### config.mk
export PLATFORM = sky130hd
export DESIGN_NAME = pmc_batch_bank
export DESIGN_NICKNAME = d
export VERILOG_FILES = /design/src/rtl/pmc_pkg.sv /design/src/rtl/pmc_gate.sv /design/src/rtl/pmc_slot.sv /design/src/rtl/pmc_batch_bank.sv
export SDC_FILE = /design/constraint.sdc
export NUM_CORES = 1
export LEC_CHECK = 0
export ABC_AREA = 1
export BUFFER_PORTS_ARGS = -buffer_cell sky130_fd_sc_hd__buf_2
export CORE_UTILIZATION = 30
export DETAILED_ROUTE_END_ITERATION = 12
export SYNTH_ARGS = -nofsm -noshare
export SYNTH_HDL_FRONTEND = slang
export SYNTH_SLANG_ARGS = --single-unit
### constraint.sdc
create_clock -name clk_i -period 3.07 [get_ports clk_i]
set_clock_uncertainty 0.05 [all_clocks]
set_input_delay 0.4605 -clock clk_i [delete_from_list [all_inputs] [get_ports clk_i]]
set_output_delay 0.4605 -clock clk_i [all_outputs]
set_load 0.005 [all_outputs]
### src/rtl/pmc_pkg.sv
package pmc_pkg;
  typedef enum logic [1:0] {
    ACT_HOLD = 2'd0,
    ACT_ADD  = 2'd1,
    ACT_LOAD = 2'd2
  } slot_act_e;
endpackage

### src/rtl/pmc_gate.sv
module pmc_gate #(
  parameter int unsigned               SEL_W     = 32,
  parameter int unsigned               EVT_LSB   = 8,
  parameter int unsigned               EVT_W     = 8,
  parameter logic [EVT_W-1:0]          FREE_CODE = 'h02
) (
  input  logic [SEL_W-1:0] evt_sel_i,
  input  logic             run_latch_i,
  output logic             allow_o
);
  logic [EVT_W-1:0] evt_code;
  logic             unused_sel;

  assign evt_code   = evt_sel_i[EVT_LSB +: EVT_W];
  assign allow_o    = (evt_code == FREE_CODE) || run_latch_i;
  assign unused_sel = ^evt_sel_i;
endmodule

### src/rtl/pmc_slot.sv
module pmc_slot
  import pmc_pkg::*;
#(
  parameter int unsigned CNT_W   = 32,
  parameter int unsigned BATCH_W = 8
) (
  input  logic               clk_i,
  input  logic               rst_ni,
  input  slot_act_e          act_i,
  input  logic [BATCH_W-1:0] batch_i,
  input  logic               ovf_en_i,
  input  logic [CNT_W-1:0]   wr_data_i,
  output logic [CNT_W-1:0]   cnt_o,
  output logic               clamp_o
);
  localparam logic [CNT_W-1:0] THRESH = {1'b1, {(CNT_W-1){1'b0}}};

  logic [CNT_W-1:0] cnt_q, cnt_d, sum;

  assign sum     = cnt_q + CNT_W'(batch_i);
  assign clamp_o = (act_i == ACT_ADD) && sum[CNT_W-1] && ovf_en_i;

  always_comb begin
    unique case (act_i)
      ACT_LOAD: cnt_d = wr_data_i;
      ACT_ADD:  cnt_d = clamp_o ? THRESH : sum;
      default:  cnt_d = cnt_q;
    endcase
  end

  always_ff @(posedge clk_i or negedge rst_ni) begin
    if (!rst_ni) cnt_q <= '0;
    else         cnt_q <= cnt_d;
  end

  assign cnt_o = cnt_q;
endmodule

### src/rtl/pmc_batch_bank.sv
module pmc_batch_bank
  import pmc_pkg::*;
#(
  parameter int unsigned NUM_CNT   = 5,
  parameter int unsigned CNT_W     = 32,
  parameter int unsigned BATCH_W   = 8,
  parameter int unsigned SEL_W     = 32,
  parameter int unsigned EVT_LSB   = 8,
  parameter int unsigned EVT_W     = 8,
  parameter int unsigned GATED_IDX = 4,
  localparam int unsigned MASK_W   = NUM_CNT + 1,
  localparam int unsigned OUT_W    = NUM_CNT * CNT_W
) (
  input  logic               clk_i,
  input  logic               rst_ni,
  input  logic [MASK_W-1:0]  en_mask_i,
  input  logic               batch_vld_i,
  input  logic [BATCH_W-1:0] batch_cnt_i,
  input  logic               ovf_en_c1_i,
  input  logic               ovf_en_cx_i,
  input  logic [SEL_W-1:0]   evt_sel4_i,
  input  logic               run_latch_i,
  input  logic [MASK_W-1:0]  wr_en_i,
  input  logic [CNT_W-1:0]   wr_data_i,
  output logic [OUT_W-1:0]   cnt_o,
  output logic               ovf_o
);
  logic               gate_ok;
  logic [NUM_CNT:1]   clamp_vec;
  logic               ovf_q;
  logic               unused_bit0;

  assign unused_bit0 = en_mask_i[0] ^ wr_en_i[0];

  pmc_gate #(
    .SEL_W     (SEL_W),
    .EVT_LSB   (EVT_LSB),
    .EVT_W     (EVT_W),
    .FREE_CODE (EVT_W'('h02))
  ) u_gate (
    .evt_sel_i   (evt_sel4_i),
    .run_latch_i (run_latch_i),
    .allow_o     (gate_ok)
  );

  for (genvar i = 1; i <= NUM_CNT; i++) begin : g_slot
    localparam bit IS_GATED = (i == GATED_IDX);
    localparam bit OWN_OVF  = (i == 1);
    logic      allow;
    logic      ovf_en;
    slot_act_e act;

    assign allow  = IS_GATED ? gate_ok : 1'b1;
    assign ovf_en = OWN_OVF ? ovf_en_c1_i : ovf_en_cx_i;

    // software load wins over a same-cycle batch
    always_comb begin
      if (wr_en_i[i])                                 act = ACT_LOAD;
      else if (batch_vld_i && en_mask_i[i] && allow)  act = ACT_ADD;
      else                                            act = ACT_HOLD;
    end

    pmc_slot #(
      .CNT_W   (CNT_W),
      .BATCH_W (BATCH_W)
    ) u_slot (
      .clk_i     (clk_i),
      .rst_ni    (rst_ni),
      .act_i     (act),
      .batch_i   (batch_cnt_i),
      .ovf_en_i  (ovf_en),
      .wr_data_i (wr_data_i),
      .cnt_o     (cnt_o[(i-1)*CNT_W +: CNT_W]),
      .clamp_o   (clamp_vec[i])
    );
  end

  always_ff @(posedge clk_i or negedge rst_ni) begin
    if (!rst_ni) ovf_q <= 1'b0;
    else         ovf_q <= |clamp_vec;
  end

  assign ovf_o = ovf_q;
endmodule

After elaboration in Yosys (flattened, before gate mapping)
Cells that the tools add are included.
Widths: inputs -> output; s select.
{"block": "word_totals", "regBits": 161, "wordCells": 65}
{"block": "op_classes", "addsub": 5, "n_reduce_logical": 23, "eq_ne": 11, "muxes": 20}
{"cell": "$pmux 32 s2", "count": 5}
{"cell": "$add 32x8->32", "count": 5}
{"cell": "$mux 32", "count": 5}
{"cell": "$logic_and 1x1->1", "count": 16}
{"cell": "$eq 2x1->1 const B", "count": 5}
{"cell": "$eq 2x2->1 const B", "count": 5}
{"cell": "$mux 2", "count": 5}
{"cell": "$reduce_bool 2->1", "count": 5}
{"cell": "$eq 8x2->1 const B", "count": 1}
{"cell": "$mux 1", "count": 5}
{"cell": "$reduce_or 5->1", "count": 1}
{"cell": "$logic_or 1x1->1", "count": 1}

Longest topological paths before layout
Gate-level depths: netlist (run 1).
{"block": "depth", "word_depth": 10, "ltp_mapped": 14, "depth_no_buf": 14}

Hierarchy
From an unflattened synthesis (run 1), not the netlist that was laid out.
{"block": "hier_totals", "cells_unflattened": 2291, "hier_area_um2": 14535.2}
{"module": "pmc_slot at g_slot[2].u_slot ...", "area_per_inst_um2": 2889.0, "cells_each": 452, "n_inst": 3}
{"module": "pmc_slot at g_slot[1].u_slot", "area_per_inst_um2": 2914.0, "cells_each": 452, "n_inst": 1}
{"module": "pmc_slot at g_slot[3].u_slot", "area_per_inst_um2": 2806.4, "cells_each": 452, "n_inst": 1}
{"module": "pmc_batch_bank", "area_per_inst_um2": 87.6, "cells_each": 15, "n_inst": 1}
{"module": "pmc_gate", "area_per_inst_um2": 60.1, "cells_each": 16, "n_inst": 1}

Least setup slack after synthesis (run 1)
No wires, ideal clock.
{"block": "synth_path", "kind": "input to register", "startpoint": "input batch_cnt_i[2]", "endpoint": "register g_slot[3].u_slot.cnt_q[0]", "arrival_ns": 1.957, "stages": 11, "path_buffers": 1, "slack_ns": 0.939, "setup_time_ns": 0.124, "path_cell_list": "ha_1 > or2_2 > nand3_1 > nand2_1 > nand2_1 > nand2_2 > nand3_1 > nand4_2 > buf_6 > nand3_1 > nand3_1"}
{"block": "synth_between", "elab_chain_cells": 5}
{"element": "start: declaration", "line_no": "pmc_batch_bank.sv:18", "rtl": "input logic [BATCH_W-1:0] batch_cnt_i,"}
{"element": "$add 32x8->32", "line_no": "pmc_slot.sv:20", "rtl": "assign sum = cnt_q + CNT_W'(batch_i);"}
{"element": "$logic_and 1x1->1 (2 in series)", "line_no": "pmc_slot.sv:21", "rtl": "assign clamp_o = (act_i == ACT_ADD) && sum[CNT_W-1] && ovf_en_i;"}
{"element": "$mux 32", "line_no": "pmc_slot.sv:26", "rtl": "ACT_ADD: cnt_d = clamp_o ? THRESH : sum;"}
{"element": "$pmux 32 s2", "line_no": "pmc_slot.sv:24", "rtl": "unique case (act_i)"}
{"element": "end signal: assignment", "line_no": "pmc_slot.sv:33", "rtl": "else cnt_q <= cnt_d;"}
{"element": "end: declaration", "line_no": "pmc_slot.sv:18", "rtl": "logic [CNT_W-1:0] cnt_q, cnt_d, sum;"}
Every way passes these cells.
A chain may end at the register's enable or synchronous reset.

Final worst setup path (run 1)
{"block": "layout_path", "startpoint": "register g_slot[2].u_slot.cnt_q[7]", "endpoint": "register g_slot[2].u_slot.cnt_q[30]"}
{"block": "layout_between", "elab_chain_cells": 5}
{"element": "start: declaration", "line_no": "pmc_slot.sv:18"}
{"element": "start signal: assignment", "line_no": "pmc_slot.sv:33"}
{"element": "$add 32x8->32 *", "line_no": "pmc_slot.sv:20"}
{"element": "$logic_and 1x1->1 (2 in series)", "line_no": "pmc_slot.sv:21"}
{"element": "$mux 32 *", "line_no": "pmc_slot.sv:26"}
{"element": "$pmux 32 s2 *", "line_no": "pmc_slot.sv:24"}
Every way passes the cells marked *; elsewhere a longest branch is shown, timed or not.

==> impl_metrics.toml, run 1 <==
[outcome]
status = "finished clean"

[power_and_ir_drop]
intPower_uw = 4450
power_frac_seq_pct = 38.1
powerDensity_nw_per_um2 = 449
clkPwrFrac_pct = 30.3
sw_frac_of_total_pct = 39.8
p_leak_uw = 0.00810
comb_power_share_pct = 31.6
power_switching_uw = 2940
ir_drop_v = 0.000248

[grt]
grt_pass1_wl_mm = 89.6
grt_pass1_vias = 14871
gr-usage-all-layers_pct = 25.1
grt_max_degree = 50
grt_remaining_overflow = 0
antenna_found_initial = 2

[detailed_routing]
wl_per_cell_um = 19.0
drt_iter0_markers = 1407
dr.pass1.iters = 7
wl_met2_mm = 26.3
vias = 16034
wl_met3_mm = 4.48
ant_nets = 0
m1WireLength_mm = 26.0
vias_per_cell = 5.12
drt-total-wl_mm = 59.5
highest-signal-layer = "met4"
route.detailed.drc = 0

[flow_run]
cap_violations = 0

[timing]
finalCritPeriodShare_pct = 82.4
hold_viol = 0
slew_violations = 0
final.setup.tns_ps = 0
fin_crit_ps = 2530
rsz0062_at_grt = "false"
setup_viol_count_final = 0
max_slew_margin_pct = 43.0
worstMarginPinSlew_ps = 855
fmax_mhz = 395

[clock_tree]
clk_pin_slew_ps = 70
cts_num_sinks = 161
cts_tree = "yes"
ctsLongestPathBuffers = 2
h-tree-depth = 4
cts_resized = 0
clock_latency_ps = 490
numCtsBuffers = 17
cts-root-buf = "clkbuf_16"

[floorplanning]
rows = 79
die_w_um = 219
die_h_um = 219
die-area_sq_um = 47900
io_pins = 251
start_util_pct = 30.4
core_sq_um = 46500

[synthesis]
yosysWarnings = 0
ys_types = 42
synth_edf_count = 0
synth_seq_area_share_pct = 28.5
avgSynthCellArea_sq_um = 6.13
syn_area_sq_um = 14100
synth_ff_type = "dfrtp_1"
async_reset_ff_share_pct = 100
synth_cells = 2302
synth_nets = 2437
synth.ff_latch_count = 161

[finish]
mostFrequentLayoutCell = "nand2_1"
drive_above_1_share_pct = 14.6
postLayoutCoreUtil_pct = 35.5
nets = 2644
stdcell_count = 3130
area_growth_pct = 16.7
final_cell_mix = "nand2_1, nor2_1, inv_1"
stdcell_area_sq_um = 16500

[critical_path]
timing.critical_path.fanout_max = 25
worstPathArrival_ps = 2900
critPathKind = "register to register"
cp-end-kind = "register"
start_kind = "register"
required_ps = 3440

[placed_design]
place.gp.congestion = 0.970
port_buffers = 224
dpl.cell_count = 3096
dp_hpwl_mm = 44.1
dpl_cell_area_sq_um = 15900

[worst_hold_path]
min_path_type = "input pin to register"
area by class of cell:
cell class / instances / area (sq um)
diodes: 1 / 2.50
clock buffers: 23 / 468
clock inverters: 9 / 108
fillers: 5085 / 30000
inverters: 258 / 968
multi-input cells: 1811 / 8710
flip-flops and latches: 161 / 4030
well taps: 607 / 759
repair buffers: 260 / 1430
synthesized netlist by cell type (all sizes together), types with 4 or more instances:
cell / count / area, sq um
a21oi: 247 / 1350
a22oi: 4 / 30.0
and2: 9 / 56.3
buf: 23 / 220
clkbuf: 49 / 184
clkinv: 4 / 15.0
dfrtp: 161 / 4030
fa: 5 / 100
ha: 40 / 500
inv: 254 / 953
nand2: 665 / 2550
nand3: 136 / 691
nand3b: 13 / 97.6
nand4: 38 / 293
nor2: 398 / 1520
nor3: 42 / 248
nor3b: 14 / 105
o21ai: 144 / 721
or2: 8 / 50.1
xnor2: 28 / 245
xor2: 11 / 96.3
worst max-delay path, stage by stage, from the launching register on:
cell	delay, ps
dfrtp_1	410
ha_1	390
nand2_1	120
nor2_1	150
inv_1	60
nor2_2	120
nand2_1	70
nand2_2	140
nand3_1	130
nand4_2	240
buf_4	330
nand2_1	90
a21oi_1	140
power by group through the flow:
stage	sequential [uW]	clock [uW]	combinational [uW]
floorplan	2720	0	1420
global placement	2830	0	2290
detailed placement	2840	0	2320
CTS	2810	2290	2330
global route	2850	2360	2630
finish	2820	2240	2330
state kept, by name, summed over array words and instances, names as in the netlist:
name,count
ovf_o,1
g_slot.u_slot.cnt_o,160
routing by layer:
metal | GRT usage, % | vias up
li1 | - | 7808
met1 | 32.7 | 7559
met2 | 38.9 | 559
met3 | 5.82 | 108
met4 | 11.9 | 0
met5 | 0 | -
per-stage QoR:
stage                     hold WS [ps]  worst slack (ps)  power [uW]
after CTS                          238               561        7430
after detailed placement           405               214        5160
after floorplan                    115               939        4130
final                              255               540        7390
after global routing               264               308        7840
after global placement             404               249        5120
final timing paths:
kind / from / endpoint / cells past startpoint / slack, ps
worst max-delay path: g_slot[2].u_slot.cnt_o[7] / g_slot[2].u_slot.cnt_o[30] / 12 / 540
worst min-delay path: wr_data_i[0] / g_slot[3].u_slot.cnt_o[0] / 3 / 260
worst max register to register: g_slot[2].u_slot.cnt_o[7] / g_slot[2].u_slot.cnt_o[30] / 12 / 540
worst min register to register: g_slot[4].u_slot.cnt_o[5] / g_slot[4].u_slot.cnt_o[5] / 2 / 500
max in group asynchronous: rst_ni / g_slot[2].u_slot.cnt_o[19] / 3 / 1750
min in group asynchronous: rst_ni / g_slot[4].u_slot.cnt_o[8] / 2 / 450
kinds of logic (layout without fill, tap and decap cells):
group / count (synthesis) / after routing / share of synthesized area (%)
DFF: 161 / 161 / 28.5
xor gates and xnor gates: 39 / 39 / 2.42
AOI/OAI and AO/OA: 402 / 402 / 15.3
buffers and inverters: 330 / 550 / 9.73
adders and majority gates: 45 / 45 / 4.26
other: 0 / 1 / 0
and+or+nand+nor: 1325 / 1325 / 39.8
what timing repair did:
action / in CTS / in global routing
hold endpoints to repair: 45 / 0
hold buffers: 1 / 0
setup buffers: 0 / 0
No activity file was read; power rests on OpenSTA's default activity.
==> run 2, diff against run 1 <==
--- a/config.mk
+++ b/config.mk
@@ -5,7 +5,7 @@
 export SDC_FILE = /design/constraint.sdc
 export NUM_CORES = 1
 export LEC_CHECK = 0
-export ABC_AREA = 1
+export ABC_AREA = 0
 export BUFFER_PORTS_ARGS = -buffer_cell sky130_fd_sc_hd__buf_2
 export CORE_UTILIZATION = 30
 export DETAILED_ROUTE_END_ITERATION = 12
==> constraint.sdc (replaced) <==
create_clock -name clk_i -period 2.25 [get_ports clk_i]
set_clock_uncertainty 0.05 [all_clocks]
set_input_delay 0.3375 -clock clk_i [delete_from_list [all_inputs] [get_ports clk_i]]
set_output_delay 0.3375 -clock clk_i [all_outputs]
set_load 0.005 [all_outputs]
==> run 2 against run 1 <==
The run now ends with setup timing left. Worst hold slack got worse by 180 ps. Non-clock buffer count is 427 higher. Synthesized area is 20% lower. Combinational power is 100% higher. Synthesized cell count down 41%. Fmax shrank 9.2%. Final cell count down 19%. Utilization grew 17 points. Wire length is 5.8% lower. Design area grew 17%. Clock power grew 41%. Critical path type unchanged. Largest power group is now combinational logic.
==> impl_metrics.toml, run 2 <==
[worst_hold_path]
holdPathStages = 3
min_path_type = "input pin to register"
min_from = "wr_data_i[8]"
holdPathEnd = "g_slot[1].u_slot.cnt_o[8]"

[critical_path]
crit-reg2reg-launch = "g_slot[2].u_slot.cnt_o[6]"
r2r_cells = 9
required_ps = 2560
critical_path.cell_chain = "ha_4 -> a2111o_1 -> a21oi_2 -> buf_4 -> nor4_4 -> a2111o_1 -> or3_4 -> buf_6 -> o311ai_4"
start_kind = "register"
r2r-end = "g_slot[2].u_slot.cnt_o[26]"
critPathKind = "register to register"
critPathMostFrequentCell = "a2111o_1"
cp.depth = 9
path_delay_family = "compound AO/OA/AOI/OAI gates"
worstPathArrival_ps = 3100
worst-path-buf-inv = 2
slowest_delay_ps = 440
cp-end-kind = "register"
ff2ff_setup_slack_ps = -540
critical_path.slowest_cell = "a2111o_1"
timing.critical_path.fanout_max = 3

[finish]
drive_above_1_share_pct = 51.1
nets = 2140
area_growth_pct = 70.5
final_cell_mix = "buf_4, buf_2, dfrtp_1"
largest_reg_flops = 160
mostFrequentLayoutCell = "buf_4"

[outcome]
violations = "setup timing"
status = "complete, but fails checks"

[synthesis]
synth_ff_type = "dfrtp_1"
avgSynthCellArea_sq_um = 8.29
async_reset_ff_share_pct = 100
synth_nets = 1502
synth_seq_area_share_pct = 35.6
synth_edf_count = 0
synth_top_area_share_pct = 35.6
synth.ff_latch_count = 161
synthTopCellsByArea = "dfrtp_1, a21oi_1, nand2_1"
syn_area_sq_um = 11300
yosys.area.top_type = "dfrtp_1"
synth_commonest_cells = "dfrtp_1, nand2_1, a21oi_1"
synth_cells = 1367
yosysWarnings = 0
ys_types = 72
synth_most_common_cell = "dfrtp_1"

[timing]
max_slew_margin_pct = 48.3
hold_viol = 0
setup_viol_count_final = 156
rsz0062_at_grt = "true"
setup_slack_ps = -536
fin_crit_ps = 2790
fmax_mhz = 359
final.setup.tns_ps = -46960
slew_violations = 0
worstMarginPinSlew_ps = 772
finalCritPeriodShare_pct = 124

[floorplanning]
start_util_pct = 30.7
rows = 70
core_sq_um = 36900
die_w_um = 196
die-area_sq_um = 38500
die_h_um = 196
io_pins = 251

[clock_tree]
numCtsBuffers = 17
cts_tree = "yes"
h-tree-depth = 4
cts-root-buf = "clkbuf_16"
ctsLongestPathBuffers = 2
clock_latency_ps = 460
clk_pin_slew_ps = 70
cts_num_sinks = 161

[grt]
antenna_found_initial = 1
grt_max_degree = 44
grt_remaining_overflow = 0
gr-usage-all-layers_pct = 28.2
grt_pass1_wl_mm = 82.0
grt_pass1_vias = 13685

[placed_design]
place_ws_ps = -808
port_buffers = 224
dp_hpwl_mm = 41.0
place.gp.congestion = 0.943

[power_and_ir_drop]
p_leak_uw = 0.00840
ir_drop_v = 0.000593
powerDensity_nw_per_um2 = 587

[detailed_routing]
drt_iter0_markers = 1487
route.detailed.drc = 0
vias_per_cell = 5.71
drt-total-wl_mm = 56.0
vias = 14417
dr.pass1.iters = 5
ant_nets = 0
wl_per_cell_um = 22.2

[flow_run]
cap_violations = 0
[run 2: layout make-up]
cell class,count,area (sq um)
inverters,44,173
well taps,504,631
repair buffers,687,4930
fillers,3378,17600
multi-input cells,1094,8940
clock buffers,20,447
clock inverters,12,159
diodes,1,2.50
flip-flops and latches,161,4030
[run 2: repair_timing]
action,in CTS,in global routing
gates resized for setup,210,142
buffers inserted,42,22
setup endpoints to repair,155,159
hold buffers,1,0
hold endpoints to repair,37,0
pin swaps,118,98
gates cloned,4,0
[run 2: layer usage]
layer | track usage (%) | up-vias | share of wire [%]
li1 | - | 6485 | -
met1 | 37.4 | 7100 | 42
met2 | 44.7 | 731 | 46
met3 | 5.84 | 101 | 8.6
met4 | 11.5 | 0 | 4.0
met5 | 0 | - | 0
[run 2: worst max-delay path by stage]
stage                               start                         end  slack [ps]
2_1_floorplan  g_slot[4].u_slot.cnt_o[15]  g_slot[4].u_slot.cnt_o[25]        -590
3_3_place_gp               batch_cnt_i[6]  g_slot[4].u_slot.cnt_o[25]        -790
3_5_place_dp               batch_cnt_i[6]  g_slot[4].u_slot.cnt_o[25]        -810
4_1_cts         g_slot[2].u_slot.cnt_o[1]  g_slot[2].u_slot.cnt_o[26]        -500
5_1_grt         g_slot[3].u_slot.cnt_o[6]  g_slot[3].u_slot.cnt_o[30]        -620
6_report        g_slot[2].u_slot.cnt_o[6]  g_slot[2].u_slot.cnt_o[26]        -540
[run 2: cell families after synthesis]
logic type	share of synthesized area, %
mux	1.88
flops	35.6
buf+inv	3.80
compound gates	26.9
fa+ha+maj	5.30
simple gates	23.5
xor+xnor	3.01
[run 2: tightest hold or removal path: stages]
cell and delay (ps):
buf_2 100, nand2_1 40, o21ai_1 60
[run 2: report_power, final]
part	leakage [uW]	switching [uW]	internal (uW)
logic	0.00624	2460	2280
clock network	0.000279	1370	1780
registers	0.00188	244	3210
[run 2: per-stage QoR]
stage          area (sq um)  utilization, %  power (uW)  cells  hold slack [ps]
2_1_floorplan         12300               -        5420   1367            -8.09
3_3_place_gp          16800            45.7        7490   2437              261
3_5_place_dp          16800            45.7        7570   2437              264
4_1_cts               18600            50.4       11100   2510             68.1
5_1_grt               19300            52.4       11800   2522             90.9
6_report              19300            52.4       11300   2523             75.4
==> run 3, diff against run 2 <==
--- a/config.mk
+++ b/config.mk
@@ -9,6 +9,7 @@
 export BUFFER_PORTS_ARGS = -buffer_cell sky130_fd_sc_hd__buf_2
 export CORE_UTILIZATION = 30
 export DETAILED_ROUTE_END_ITERATION = 12
+export MAX_ROUTING_LAYER = met4
 export SYNTH_ARGS = -nofsm -noshare
 export SYNTH_HDL_FRONTEND = slang
 export SYNTH_SLANG_ARGS = --single-unit
==> run 3 against run 2 <==
The flow still finishes with violations (setup timing). Critical path depth increased by 3. Power decreased by 0.18%. Non-clock buffer count increased by 12. Die area unchanged. Sequential share of layout area decreased by 0.18 points. Sequential power about the same. Largest cell class unchanged. Largest power group unchanged.
==> impl_metrics.toml, run 3 (synthesis gave the netlist of run 2 again) <==
[placed_design]
dpl_cell_area_sq_um = 16900
port_buffers = 224
place.gp.congestion = 0.935
place_ws_ps = -803
dpl.cell_count = 2438
dp_hpwl_mm = 40.5

[floorplanning]
die-area_sq_um = 38500
rows = 70
die_h_um = 196
start_util_pct = 30.7
die_w_um = 196
core_sq_um = 36900
io_pins = 251

[timing]
slew_violations = 0
rsz0062_at_grt = "true"
finalCritPeriodShare_pct = 125
fmax_mhz = 354
worstMarginPinSlew_ps = 786
setup_viol_count_final = 155
fin_crit_ps = 2820
max_slew_margin_pct = 47.4
setup_slack_ps = -572
whs_ps = 67.0
hold_viol = 0

[critical_path]
critical_path.slowest_cell = "dfrtp_1"
crit-reg2reg-launch = "g_slot[3].u_slot.cnt_o[7]"
r2r_cells = 12
critical_path.cell_chain = "ha_4 -> and3_4 -> buf_6 -> a221oi_4 -> buf_6 -> a2111oi_4 -> mux2i_1 -> buf_4 -> buf_4 -> buf_6 -> nor2_4 -> a221o_1"
cp.depth = 12
timing.critical_path.fanout_max = 5
path_delay_family = "compound AO/OA/AOI/OAI gates"
start_kind = "register"
cp-end-kind = "register"
critPathMostFrequentCell = "buf_6"
worst-path-buf-inv = 5
critPathKind = "register to register"
r2r-end = "g_slot[3].u_slot.cnt_o[12]"
worstPathArrival_ps = 3100
required_ps = 2530
crit_end = "g_slot[3].u_slot.cnt_o[12]"
ff2ff_setup_slack_ps = -570
crit_path_start = "g_slot[3].u_slot.cnt_o[7]"
slowest_delay_ps = 430

[grt]
antenna_found_initial = 3
grt_pass1_wl_mm = 81.9
grt_remaining_overflow = 0
grt_pass1_vias = 13766
grt_max_degree = 56
gr-usage-all-layers_pct = 29.0

[finish]
stdcell_count = 2536
nets = 2152
mostFrequentLayoutCell = "buf_4"
largest_reg_flops = 160
final_cell_mix = "buf_4, buf_2, dfrtp_1"
drive_above_1_share_pct = 50.7
area_growth_pct = 72.1
stdcell_area_sq_um = 19500
n_fill_cell = 3368

[clock_tree]
ctsLongestPathBuffers = 2
clock_latency_ps = 440
cts-root-buf = "clkbuf_16"
cts_num_sinks = 161
numCtsBuffers = 17
h-tree-depth = 4
cts_tree = "yes"
clk_pin_slew_ps = 80

[detailed_routing]
wl_per_cell_um = 21.9
drt-total-wl_mm = 55.6
drt_iter0_markers = 1227
vias_per_cell = 5.65
dr.pass1.iters = 5
vias = 14332
route.detailed.drc = 0
ant_nets = 0

[flow_run]
cap_violations = 0

[outcome]
status = "complete, but fails checks"
violations = "setup timing"

[worst_hold_path]
min_from = "wr_data_i[8]"
min_path_type = "input pin to register"

[power_and_ir_drop]
powerDensity_nw_per_um2 = 581
ir_drop_v = 0.000559
p_leak_uw = 0.00853
-- run 3: per-stage QoR --
stage | utilization [%] | total power [uW] | TNS (ps)
floorplan | - | 5420 | -29510
global placement | 45.8 | 7500 | -85080
detailed placement | 45.8 | 7570 | -90390
CTS | 50.5 | 11000 | -49710
global route | 52.9 | 11800 | -65680
finish | 52.9 | 11300 | -50650
-- run 3: layout make-up --
type                            count  area [sq um]  area share, %
Multi-Input combinational cell   1094          8900           45.6
Timing Repair Buffer              699          5160           26.5
Sequential cell                   161          4030           20.7
Tap cell                          504           631           3.23
Clock buffer                       20           457           2.34
Inverter                           44           178          0.911
Clock inverter                     12           134          0.687
Antenna cell                        2          5.00         0.0257
-- run 3: what timing repair did --
item | CTS | global route
gates cloned | 4 | 0
setup endpoints to repair | 155 | 159
hold endpoints to repair | 24 | 0
buffers inserted | 44 | 31
hold buffers | 1 | 0
pin swaps | 121 | 96
resized for setup | 198 | 146
-- run 3: worst register-to-register path: cells and delay by family (launching register included) --
kind / cells / cell delay (ps)
adders and majority gates: 1 / 290
AOI/OAI and AO/OA: 3 / 770
buffers and inverters: 5 / 650
DFF: 1 / 430
and+or+nand+nor: 2 / 250
muxes: 1 / 270
-- run 3: metal layers --
metal	up-vias	track usage (%)	part of all wire, %
li1	6509	-	-
met1	7105	37.0	42
met5	-	-	0
met2	620	45.1	46
met3	98	5.80	7.7
met4	0	11.1	4.4
-- run 3: worst min path at each step --
| stage | end | slack [ps] | cells past startpoint |
|---|---|---|---|
| 6_report | g_slot[1].u_slot.cnt_o[8] | 70 | 3 |
| 5_1_grt | g_slot[1].u_slot.cnt_o[8] | 80 | 3 |
| 2_1_floorplan | g_slot[1].u_slot.cnt_o[0] | -8 | 0 |
| 3_3_place_gp | g_slot[3].u_slot.cnt_o[18] | 190 | 1 |
| 4_1_cts | g_slot[1].u_slot.cnt_o[8] | 50 | 3 |
| 3_5_place_dp | g_slot[3].u_slot.cnt_o[18] | 200 | 1 |
-- run 3: report_power, final --
| part | switching (uW) | leakage [uW] | internal (uW) |
|---|---|---|---|
| clock network | 1380 | 0.000286 | 1700 |
| logic | 2450 | 0.00637 | 2330 |
| registers | 247 | 0.00188 | 3210 |
